===== config.mk =====
export PLATFORM = sky130hd
export DESIGN_NAME = iso_unlock_gate
export DESIGN_NICKNAME = d
export VERILOG_FILES = /design/src/rtl/iso_unlock_pkg.sv /design/src/rtl/iso_reg_port.sv /design/src/rtl/iso_seq_tracker.sv /design/src/rtl/iso_pulse_timer.sv /design/src/rtl/iso_unlock_gate.sv
export SDC_FILE = /design/constraint.sdc
export NUM_CORES = 1
export LEC_CHECK = 0
export CAP_MARGIN = 20
export CORE_MARGIN = 4
export CORE_UTILIZATION = 44
export DETAILED_ROUTE_END_ITERATION = 7
export PLACE_DENSITY = 0.83
export SYNTH_ARGS = -nofsm -noshare
export SYNTH_HDL_FRONTEND = slang
export SYNTH_HIERARCHICAL = 1
export SYNTH_SLANG_ARGS = --single-unit

===== constraint.sdc =====
create_clock -name clk -period 2.6 [get_ports clk]
set_clock_uncertainty 0.1 [all_clocks]
set_input_delay 0.52 -clock clk [delete_from_list [all_inputs] [get_ports clk]]
set_output_delay 0.52 -clock clk [all_outputs]
set_load 0.01 [all_outputs]

===== src/rtl/iso_unlock_pkg.sv =====
// Shared constants for the isolation unlock gate: register offsets,
// status bit positions and the fixed unlock code.
// Assumes the code field is 3 bits and the code has seven steps.
package iso_unlock_pkg;

    localparam int unsigned CODE_W   = 3;
    localparam int unsigned SEQ_LEN  = 7;
    localparam int unsigned STEP_W   = $clog2(SEQ_LEN);

    localparam int unsigned OFF_CODE = 0;
    localparam int unsigned OFF_ACK  = 1;
    localparam int unsigned OFF_EN   = 2;

    localparam int unsigned ACK_BIT  = 3;
    localparam int unsigned EN_BIT   = 0;

    // Expected code value at a given step of the unlock sequence.
    function automatic logic [CODE_W-1:0] unlock_code(input logic [STEP_W-1:0] step);
        logic [CODE_W-1:0] v;
        case (step)
            3'd0:    v = 3'd0;
            3'd1:    v = 3'd1;
            3'd2:    v = 3'd3;
            3'd3:    v = 3'd7;
            3'd4:    v = 3'd5;
            3'd5:    v = 3'd1;
            3'd6:    v = 3'd0;
            default: v = 3'd0;
        endcase
        return v;
    endfunction

endpackage


===== src/rtl/iso_reg_port.sv =====
// Register port of the unlock gate. It decodes writes to the code
// register into a one-cycle strobe, keeps the last written code for
// readback, and multiplexes the status bits onto the read bus.
// Assumes DATA_W >= 4 and one write per cycle at most.
module iso_reg_port
    import iso_unlock_pkg::*;
#(
    parameter int unsigned DATA_W = 16,
    parameter int unsigned ADDR_W = 2
) (
    input  logic              clk,
    input  logic              rst_n,
    input  logic              wr_en,
    input  logic [ADDR_W-1:0] wr_addr,
    input  logic [DATA_W-1:0] wr_data,
    input  logic [ADDR_W-1:0] rd_addr,
    input  logic              ack,
    input  logic              iso_en,
    output logic              code_stb,
    output logic [CODE_W-1:0] code_val,
    output logic [DATA_W-1:0] rd_data
);

    logic [CODE_W-1:0] code_q;
    logic              unused_hi;

    assign unused_hi = ^wr_data[DATA_W-1:CODE_W];

    // Decode a write to the code register into a strobe and value.
    always_comb begin
        code_stb = wr_en && (wr_addr == ADDR_W'(OFF_CODE));
        code_val = wr_data[CODE_W-1:0];
    end

    // Keep the last written code for readback.
    always_ff @(posedge clk) begin
        if (!rst_n)
            code_q <= '0;
        else if (code_stb)
            code_q <= code_val;
    end

    // Select the read data from the stored code and the status bits.
    always_comb begin
        rd_data = '0;
        if (rd_addr == ADDR_W'(OFF_CODE))
            rd_data[CODE_W-1:0] = code_q;
        else if (rd_addr == ADDR_W'(OFF_ACK))
            rd_data[ACK_BIT] = ack;
        else if (rd_addr == ADDR_W'(OFF_EN))
            rd_data[EN_BIT] = iso_en;
    end

endmodule


===== src/rtl/iso_seq_tracker.sv =====
// Unlock sequence tracker. It compares each code strobe with the
// expected step, drives the acknowledge bit and signals completion.
// Assumes the busy input is high for the whole enable window.
module iso_seq_tracker
    import iso_unlock_pkg::*;
(
    input  logic              clk,
    input  logic              rst_n,
    input  logic              code_stb,
    input  logic [CODE_W-1:0] code_val,
    input  logic              busy,
    output logic              ack,
    output logic              done
);

    localparam logic [STEP_W-1:0] LAST_STEP = STEP_W'(SEQ_LEN - 1);

    logic [STEP_W-1:0] step_q;
    logic              take;
    logic              hit;

    // Qualify the strobe and compare the value with the expected step.
    always_comb begin
        take = code_stb && !busy;
        hit  = (code_val == unlock_code(step_q));
        done = take && hit && (step_q == LAST_STEP);
    end

    // Advance, restart or hold the step index and the acknowledge bit.
    always_ff @(posedge clk) begin
        if (!rst_n) begin
            step_q <= '0;
            ack    <= 1'b0;
        end else if (take) begin
            if (hit) begin
                ack    <= step_q[0];
                step_q <= (step_q == LAST_STEP) ? '0 : step_q + 1'b1;
            end else if (code_val == '0) begin
                ack    <= 1'b0;
                step_q <= STEP_W'(1);
            end else begin
                step_q <= '0;
            end
        end
    end

    p_hold_busy_r7: assert property (@(posedge clk) disable iff (!rst_n)
        busy |=> ($stable(ack) && $stable(step_q)));

    p_ack_idle_r5: assert property (@(posedge clk) disable iff (!rst_n)
        !code_stb |=> $stable(ack));

    p_step_bound_r3: assert property (@(posedge clk) disable iff (!rst_n)
        step_q < STEP_W'(SEQ_LEN));

    p_done_wraps_r3: assert property (@(posedge clk) disable iff (!rst_n)
        done |=> (step_q == '0));

endmodule


===== src/rtl/iso_pulse_timer.sv =====
// Enable window timer. A start pulse loads the counter with the window
// length; the output is high while the counter is non-zero.
// Assumes start never arrives while the window is open.
module iso_pulse_timer #(
    parameter int unsigned PULSE_CYCLES = 100000
) (
    input  logic clk,
    input  logic rst_n,
    input  logic start,
    output logic active
);

    localparam int unsigned CNT_W = $clog2(PULSE_CYCLES + 1);

    logic [CNT_W-1:0] cnt_q;

    // Load on start, then count down to zero.
    always_ff @(posedge clk) begin
        if (!rst_n)
            cnt_q <= '0;
        else if (start)
            cnt_q <= CNT_W'(PULSE_CYCLES);
        else if (cnt_q != '0)
            cnt_q <= cnt_q - 1'b1;
    end

    // Drive the window from the counter state.
    always_comb active = (cnt_q != '0);

    p_start_opens_r3: assert property (@(posedge clk) disable iff (!rst_n)
        start |=> active);

    p_no_restart_r7: assert property (@(posedge clk) disable iff (!rst_n)
        active |-> !start);

    p_count_down_r6: assert property (@(posedge clk) disable iff (!rst_n)
        (active && !start) |=> (cnt_q == $past(cnt_q) - CNT_W'(1)));

endmodule


===== src/rtl/iso_unlock_gate.sv =====
// Top of the isolation unlock gate. It joins the register port, the
// sequence tracker and the window timer. The enable output is high for
// PULSE_CYCLES cycles after a complete unlock code.
// Assumes a single clock domain on the always-on side.
module iso_unlock_gate
    import iso_unlock_pkg::*;
#(
    parameter int unsigned DATA_W       = 16,
    parameter int unsigned ADDR_W       = 2,
    parameter int unsigned PULSE_CYCLES = 100000
) (
    input  logic              clk,
    input  logic              rst_n,
    input  logic              wr_en,
    input  logic [ADDR_W-1:0] wr_addr,
    input  logic [DATA_W-1:0] wr_data,
    input  logic [ADDR_W-1:0] rd_addr,
    output logic [DATA_W-1:0] rd_data,
    output logic              iso_en
);

    logic              code_stb;
    logic [CODE_W-1:0] code_val;
    logic              ack;
    logic              done;

    iso_reg_port #(
        .DATA_W (DATA_W),
        .ADDR_W (ADDR_W)
    ) u_port (
        .clk      (clk),
        .rst_n    (rst_n),
        .wr_en    (wr_en),
        .wr_addr  (wr_addr),
        .wr_data  (wr_data),
        .rd_addr  (rd_addr),
        .ack      (ack),
        .iso_en   (iso_en),
        .code_stb (code_stb),
        .code_val (code_val),
        .rd_data  (rd_data)
    );

    iso_seq_tracker u_track (
        .clk      (clk),
        .rst_n    (rst_n),
        .code_stb (code_stb),
        .code_val (code_val),
        .busy     (iso_en),
        .ack      (ack),
        .done     (done)
    );

    iso_pulse_timer #(
        .PULSE_CYCLES (PULSE_CYCLES)
    ) u_timer (
        .clk    (clk),
        .rst_n  (rst_n),
        .start  (done),
        .active (iso_en)
    );

    p_reset_state_r1: assert property (@(posedge clk)
        !rst_n |=> (!iso_en && !ack));

endmodule


==> results.txt, run 1 <==
Netlist cell types: 56
Critical path startpoint: u_timer/cnt_q[14]
Worst R2R Setup Slack: 0.12 ns
CTS root buf: clkbuf_4
Nets: 230
Max-cap violations: 0
Worst Hold Class: register to register
Worst path buffer plus inverter count: 1
Headroom to the max-slew limit: 0.598
Min Hold Slack: 0.367 ns
CTS tree: built
Worst-path cell chain: or4_4 > nor3_4 > nand2_2 > mux2i_1 > nor2_1 > clkbuf_2
Post-Place Worst Slack: 0.105 ns
Fill count: 295
VDD IR max: 585 uV
Seq cells post-synth: 24
Crit path time final: 2.48 ns
Number of synthesized flops with an enable pin: 0
Fin cells: 251
WL/cell: 12.9 um
DP Cell Count: 242
Fmax: 404 MHz
Final Hold Vio Count: 0
First-pass GRT wire length: 5430 um
Gpl congestion: 0.846
Total global-route track usage: 0.153
Max stage delay on crit path: 0.55 ns
Final Util: 0.547
Clock Path Buffers: 2
Worst Setup EP: rd_data[0]
Reg clk slew, reported paths: 0.14 ns
Post-route cell area: 1860 sq um
Antenna violations before repair: 0
Least-Margin Pin Slew: 0.588 ns
Vias in the first global route: 1293
Port bufs: 14
Leak: 0.731 nW
Top FF cell, synth: dfxtp_1
DRT Pass-1 Iters: 4
Final wirelength: 3240 um
Crit share post-route: 0.953
Slowest stage cell on the critical path: or4_4
CP Depth: 6
Setup crit end kind: output pin
Area Growth Syn to Fin: 18.9%
Largest net degree at the start of global routing: 14
Async SR Flop Fraction: 0
Critical R2R Capture: u_timer/cnt_q[14]
Layout cells sized above 1: 0.254
Critical Path Start Type: register
Number of CTS-inserted buffers: 3
Top Ports: 40
RR Startpoint: u_timer/cnt_q[14]
Clock sink count: 24
Worst skew pair latency: 0.32 ns
Setup WS post-layout: 0.122 ns
Final slew viol count: 0
Worst EP required: 1.98 ns
Synth warn: 6
DR DRC count: 0
Status: finished, final reports clean
Core Region: 3390 sq um
WS Path Type: register to output pin
Vias/cell: 5.43
Initial core utilization: 0.460
Mapped Avg Cell Area: 8.87 sq um
Dpl hpwl: 2440 um
Die Span X: 67.6 um
Sequential area share after synthesis: 0.308
Mapped cell area: 1560 sq um
Total power: 2.24 mW
DP Area: 1780 sq um
Row cnt: 21
Total vias in the final route: 1362
CP arrival: 1.86 ns
Max FO, Critical Path: 4
PD cells: 1210 nW/um^2
Ant. Diodes: 0
Die area: 4560 sq um
Setup TNS: 0 ns
Chip Height: 67.6 um
DRT antenna net count: 0
Grt total ovfl: 0
CTS H-tree depth: 1
Iteration-0 DRC Markers: 58
CTS Hold Bufs: 0
# setup viols final: 0
Largest delay contributor family on the critical path: simple AND/OR/NAND/NOR gates
Post-Synthesis Cells: 176
Worst Reg-to-Reg Cells: 10
==> cell usage after synthesis (2+ instances only) <==
cell / number / share of area
nand2_1: 16 / 0.038
nor3b_1: 2 / 0.0096
nor3_1: 5 / 0.016
nand3_1: 5 / 0.016
mux2i_1: 8 / 0.051
xor2_1: 2 / 0.011
and3_1: 2 / 0.0080
inv_1: 6 / 0.014
or4_4: 2 / 0.014
or4_1: 2 / 0.0096
buf_4: 15 / 0.072
o21ai_0: 4 / 0.013
nand2b_1: 5 / 0.020
nor2_1: 10 / 0.024
a21boi_0: 2 / 0.0096
nor4_1: 4 / 0.016
a211oi_1: 2 / 0.0096
dfxtp_1: 24 / 0.31
o31a_2: 2 / 0.013
or3_4: 2 / 0.014
o21a_1: 2 / 0.0096
or3_1: 4 / 0.016
clkbuf_1: 3 / 0.0072
a2111oi_0: 2 / 0.011
o31a_1: 6 / 0.034
and2_1: 2 / 0.0080
buf_6: 2 / 0.014
a21oi_1: 7 / 0.022
==> state kept, by name (all words and copies together), names as in the netlist <==
signal	flops
u_track/ack	1
u_timer/cnt_q	17
u_track/step_q	3
u_port/code_q	3
==> cell usage in the layout (no fill, tap or decap), drive strengths merged, types with 6 or more instances in the layout <==
| cell | instances |
|---|---|
| o31a | 8 |
| dfxtp | 24 |
| nor2 | 10 |
| nor3 | 7 |
| nand2 | 16 |
| inv | 6 |
| o21ai | 6 |
| or3 | 7 |
| a21oi | 7 |
| conb | 12 |
| clkdlybuf4s50 | 12 |
| buf | 22 |
| mux2i | 8 |
| nor4 | 6 |
==> where the power goes <==
part	switching, mW	leakage [nW]	internal, mW
sequential	0.122	0.197	0.487
combinational	0.715	0.513	0.718
clock	0.113	0.0210	0.0857
total	0.950	0.731	1.29
==> cell type report <==
class,count,area [sq um],share of cell area
repair buffers,35,290,0.156
clock buffers,4,36.3,0.0196
inverters,6,22.5,0.0121
flip-flops and latches,24,484,0.261
well taps,46,57.6,0.0310
multi-input cells,136,965,0.520
==> metal layers <==
layer	vias up	share of wire	track usage
met5	-	0	0
met1	625	0.46	0.185
met4	0	0.015	0.0405
met2	44	0.47	0.265
met3	8	0.055	0.0399
li1	685	-	-
==> cell families (layout without fill, tap and decap cells) <==
family | count (synthesis) | in the layout | share of synthesized area
multiplexers | 8 | 8 | 0.0513
buffers and inverters | 27 | 45 | 0.111
other | 1 | 12 | 0.00240
AO/OA/AOI/OAI | 39 | 39 | 0.199
AND/OR/NAND/NOR | 74 | 74 | 0.309
flip-flops | 24 | 24 | 0.308
adder cells (fa/ha/maj) | 1 | 1 | 0.00802
XOR/XNOR | 2 | 2 | 0.0112
==> how the worst min path moves through the flow <==
stage	from	to	slack (ns)	depth (start not counted)
global route	u_port/code_q[0]	u_port/code_q[0]	0.39	2
detailed placement	u_port/code_q[1]	u_port/code_q[1]	0.35	2
global placement	u_port/code_q[2]	u_port/code_q[2]	0.34	2
CTS	u_port/code_q[2]	u_port/code_q[2]	0.37	2
finish	u_port/code_q[2]	u_port/code_q[2]	0.37	2
floorplan	u_port/code_q[1]	u_port/code_q[1]	0.33	2
==> worst min-delay path: stages (launching register included) <==
cell and delay (ns):
dfxtp_1 0.33, nand2_1 0.05, mux2i_1 0.05
==> what timing repair did <==
action,in CTS,in global routing
setup endpoints to repair,2,9
gates resized for setup,2,8
setup buffers,0,5
pin swaps,0,2
No activity file was read; power rests on OpenSTA's default activity.
==> run 2: changes to the inputs <==
--- a/config.mk
+++ b/config.mk
@@ -5,11 +5,11 @@
 export SDC_FILE = /design/constraint.sdc
 export NUM_CORES = 1
 export LEC_CHECK = 0
-export CAP_MARGIN = 20
+export CORE_ASPECT_RATIO = 1.1
 export CORE_MARGIN = 4
 export CORE_UTILIZATION = 44
 export DETAILED_ROUTE_END_ITERATION = 7
-export PLACE_DENSITY = 0.83
+export PLACE_DENSITY = 0.84
 export SYNTH_ARGS = -nofsm -noshare
 export SYNTH_HDL_FRONTEND = slang
 export SYNTH_HIERARCHICAL = 1
==> results.txt, run 2 (synthesis results as in run 1) <==
Status: finished, final reports clean
Max-cap violations: 0
Initial core utilization: 0.461
Largest Register: u_timer/cnt_q
Largest delay contributor family on the critical path: simple AND/OR/NAND/NOR gates
Die area: 4560 sq um
Post-Place Worst Slack: 0.106 ns
Row cnt: 22
WL/cell: 14.3 um
Clock power share: 0.107
Post-route cell area: 1940 sq um
# setup viols final: 0
Total power: 2.55 mW
Final wirelength: 3670 um
Critical path startpoint: u_timer/cnt_q[8]
Leak: 0.775 nW
Die Span X: 64.8 um
Clock Path Buffers: 2
Total net switching power: 1.07 mW
CTS Hold Bufs: 0
Area Growth Syn to Fin: 24.2%
Final Hold Vio Count: 0
Worst EP required: 2.72 ns
Setup crit end kind: register
Core Region: 3390 sq um
Ant. Diodes: 0
Grt total ovfl: 0
Layout cells sized above 1: 0.301
Largest net degree at the start of global routing: 15
Vias in the first global route: 1252
Top flop regs: u_timer/cnt_q: 17 flops, u_port/code_q: 3 flops, u_track/step_q: 3 flops
Max stage delay on crit path: 0.55 ns
Gate power share: 0.652
PD cells: 1310 nW/um^2
WS Path Type: register to register
Crit share post-route: 0.971
Nets: 234
Iteration-0 DRC Markers: 75
DRT antenna net count: 0
Max FO, Critical Path: 8
Most frequent CP cell: buf_4
DP Area: 1780 sq um
Top Ports: 40
Least-Margin Pin Slew: 0.643 ns
Internal power: 1.48 mW
Fin cells: 257
Clock sink count: 24
Largest register FFs: 17
Chip Height: 70.5 um
Worst Hold Class: register to register
Dpl hpwl: 2450 um
Most frequent cells in the layout: buf_4 (24), dfxtp_1 (17), nand2_1 (14), clkdlybuf4s50_1 (12), conb_1 (12)
Antenna violations before repair: 0
DP Cell Count: 244
Sequential power share: 0.240
Gpl congestion: 0.869
Number of CTS-inserted buffers: 3
Hold Path Origin: u_port/code_q[1]
CTS H-tree depth: 1
Vias/cell: 5.48
Worst path buffer plus inverter count: 3
Setup WS post-layout: 0.0741 ns
Port bufs: 14
Headroom to the max-slew limit: 0.560
Commonest non-fill, non-tap cell in the layout: buf_4
Total global-route track usage: 0.151
DR DRC count: 0
First-pass GRT wire length: 5640 um
VDD IR max: 682 uV
CTS tree: built
Sw frac: 0.418
Total vias in the final route: 1409
Crit path time final: 2.53 ns
RR Startpoint: u_timer/cnt_q[8]
Fmax: 396 MHz
Final slew viol count: 0
DRT Pass-1 Iters: 4
Reg clk slew, reported paths: 0.13 ns
Worst skew pair latency: 0.32 ns
Worst-path cell chain: or4_4 > nor3_4 > nand2_2 > buf_4 > buf_4 > nand2b_4 > buf_6 > a221o_2 > a32o_2
Slowest stage cell on the critical path: or4_4
Critical Path Start Type: register
CTS root buf: clkbuf_4
CP arrival: 2.65 ns
Setup TNS: 0 ns
run 2: area by class of cell:
class | instances | area, sq um
clock inverters | 1 | 30.0
well taps | 48 | 60.1
fillers | 303 | 1450
flip-flops and latches | 24 | 489
repair buffers | 39 | 325
multi-input cells | 136 | 988
clock buffers | 3 | 22.5
inverters | 6 | 22.5
run 2: final timing paths:
kind / endpoint / slack (ns) / cells past startpoint
worst max-delay path: u_track/ack / 0.07 / 9
worst min-delay path: u_port/code_q[1] / 0.38 / 2
worst max register to register: u_track/ack / 0.07 / 9
worst min register to register: u_port/code_q[1] / 0.38 / 2
run 2: what timing repair did:
item                       4_1_cts  5_1_grt
gates cloned                     0        0
setup endpoints to repair        2       14
buffers inserted                 3        6
resized for setup                8       13
pin swaps                        2        3
run 2: worst register-to-register path, cell delays in order, from the launching register on:
cell,delay (ns)
dfxtp_2,0.34
or4_4,0.55
nor3_4,0.20
nand2_2,0.10
buf_4,0.14
buf_4,0.13
nand2b_4,0.14
buf_6,0.14
a221o_2,0.37
a32o_2,0.22
run 2: stage by stage:
stage / hold slack [ns] / utilization
finish: 0.375 / 0.572
global route: 0.411 / 0.572
CTS: 0.381 / 0.551
detailed placement: 0.363 / 0.526
global placement: 0.345 / 0.526
floorplan: 0.330 / -
run 2: power by group through the flow:
| stage | combinational, mW | sequential [mW] | clock [mW] |
|---|---|---|---|
| 2_1_floorplan | 1.04 | 0.586 | 0 |
| 3_3_place_gp | 1.37 | 0.601 | 0 |
| 3_5_place_dp | 1.41 | 0.607 | 0 |
| 4_1_cts | 1.50 | 0.606 | 0.280 |
| 5_1_grt | 1.79 | 0.632 | 0.301 |
| 6_report | 1.66 | 0.612 | 0.274 |
run 2: layer usage:
layer / share of wire / global-route usage
met1: 0.41 / 0.191
met2: 0.52 / 0.256
met3: 0.059 / 0.0402
met4: 0.0068 / 0.0305
met5: 0 / 0
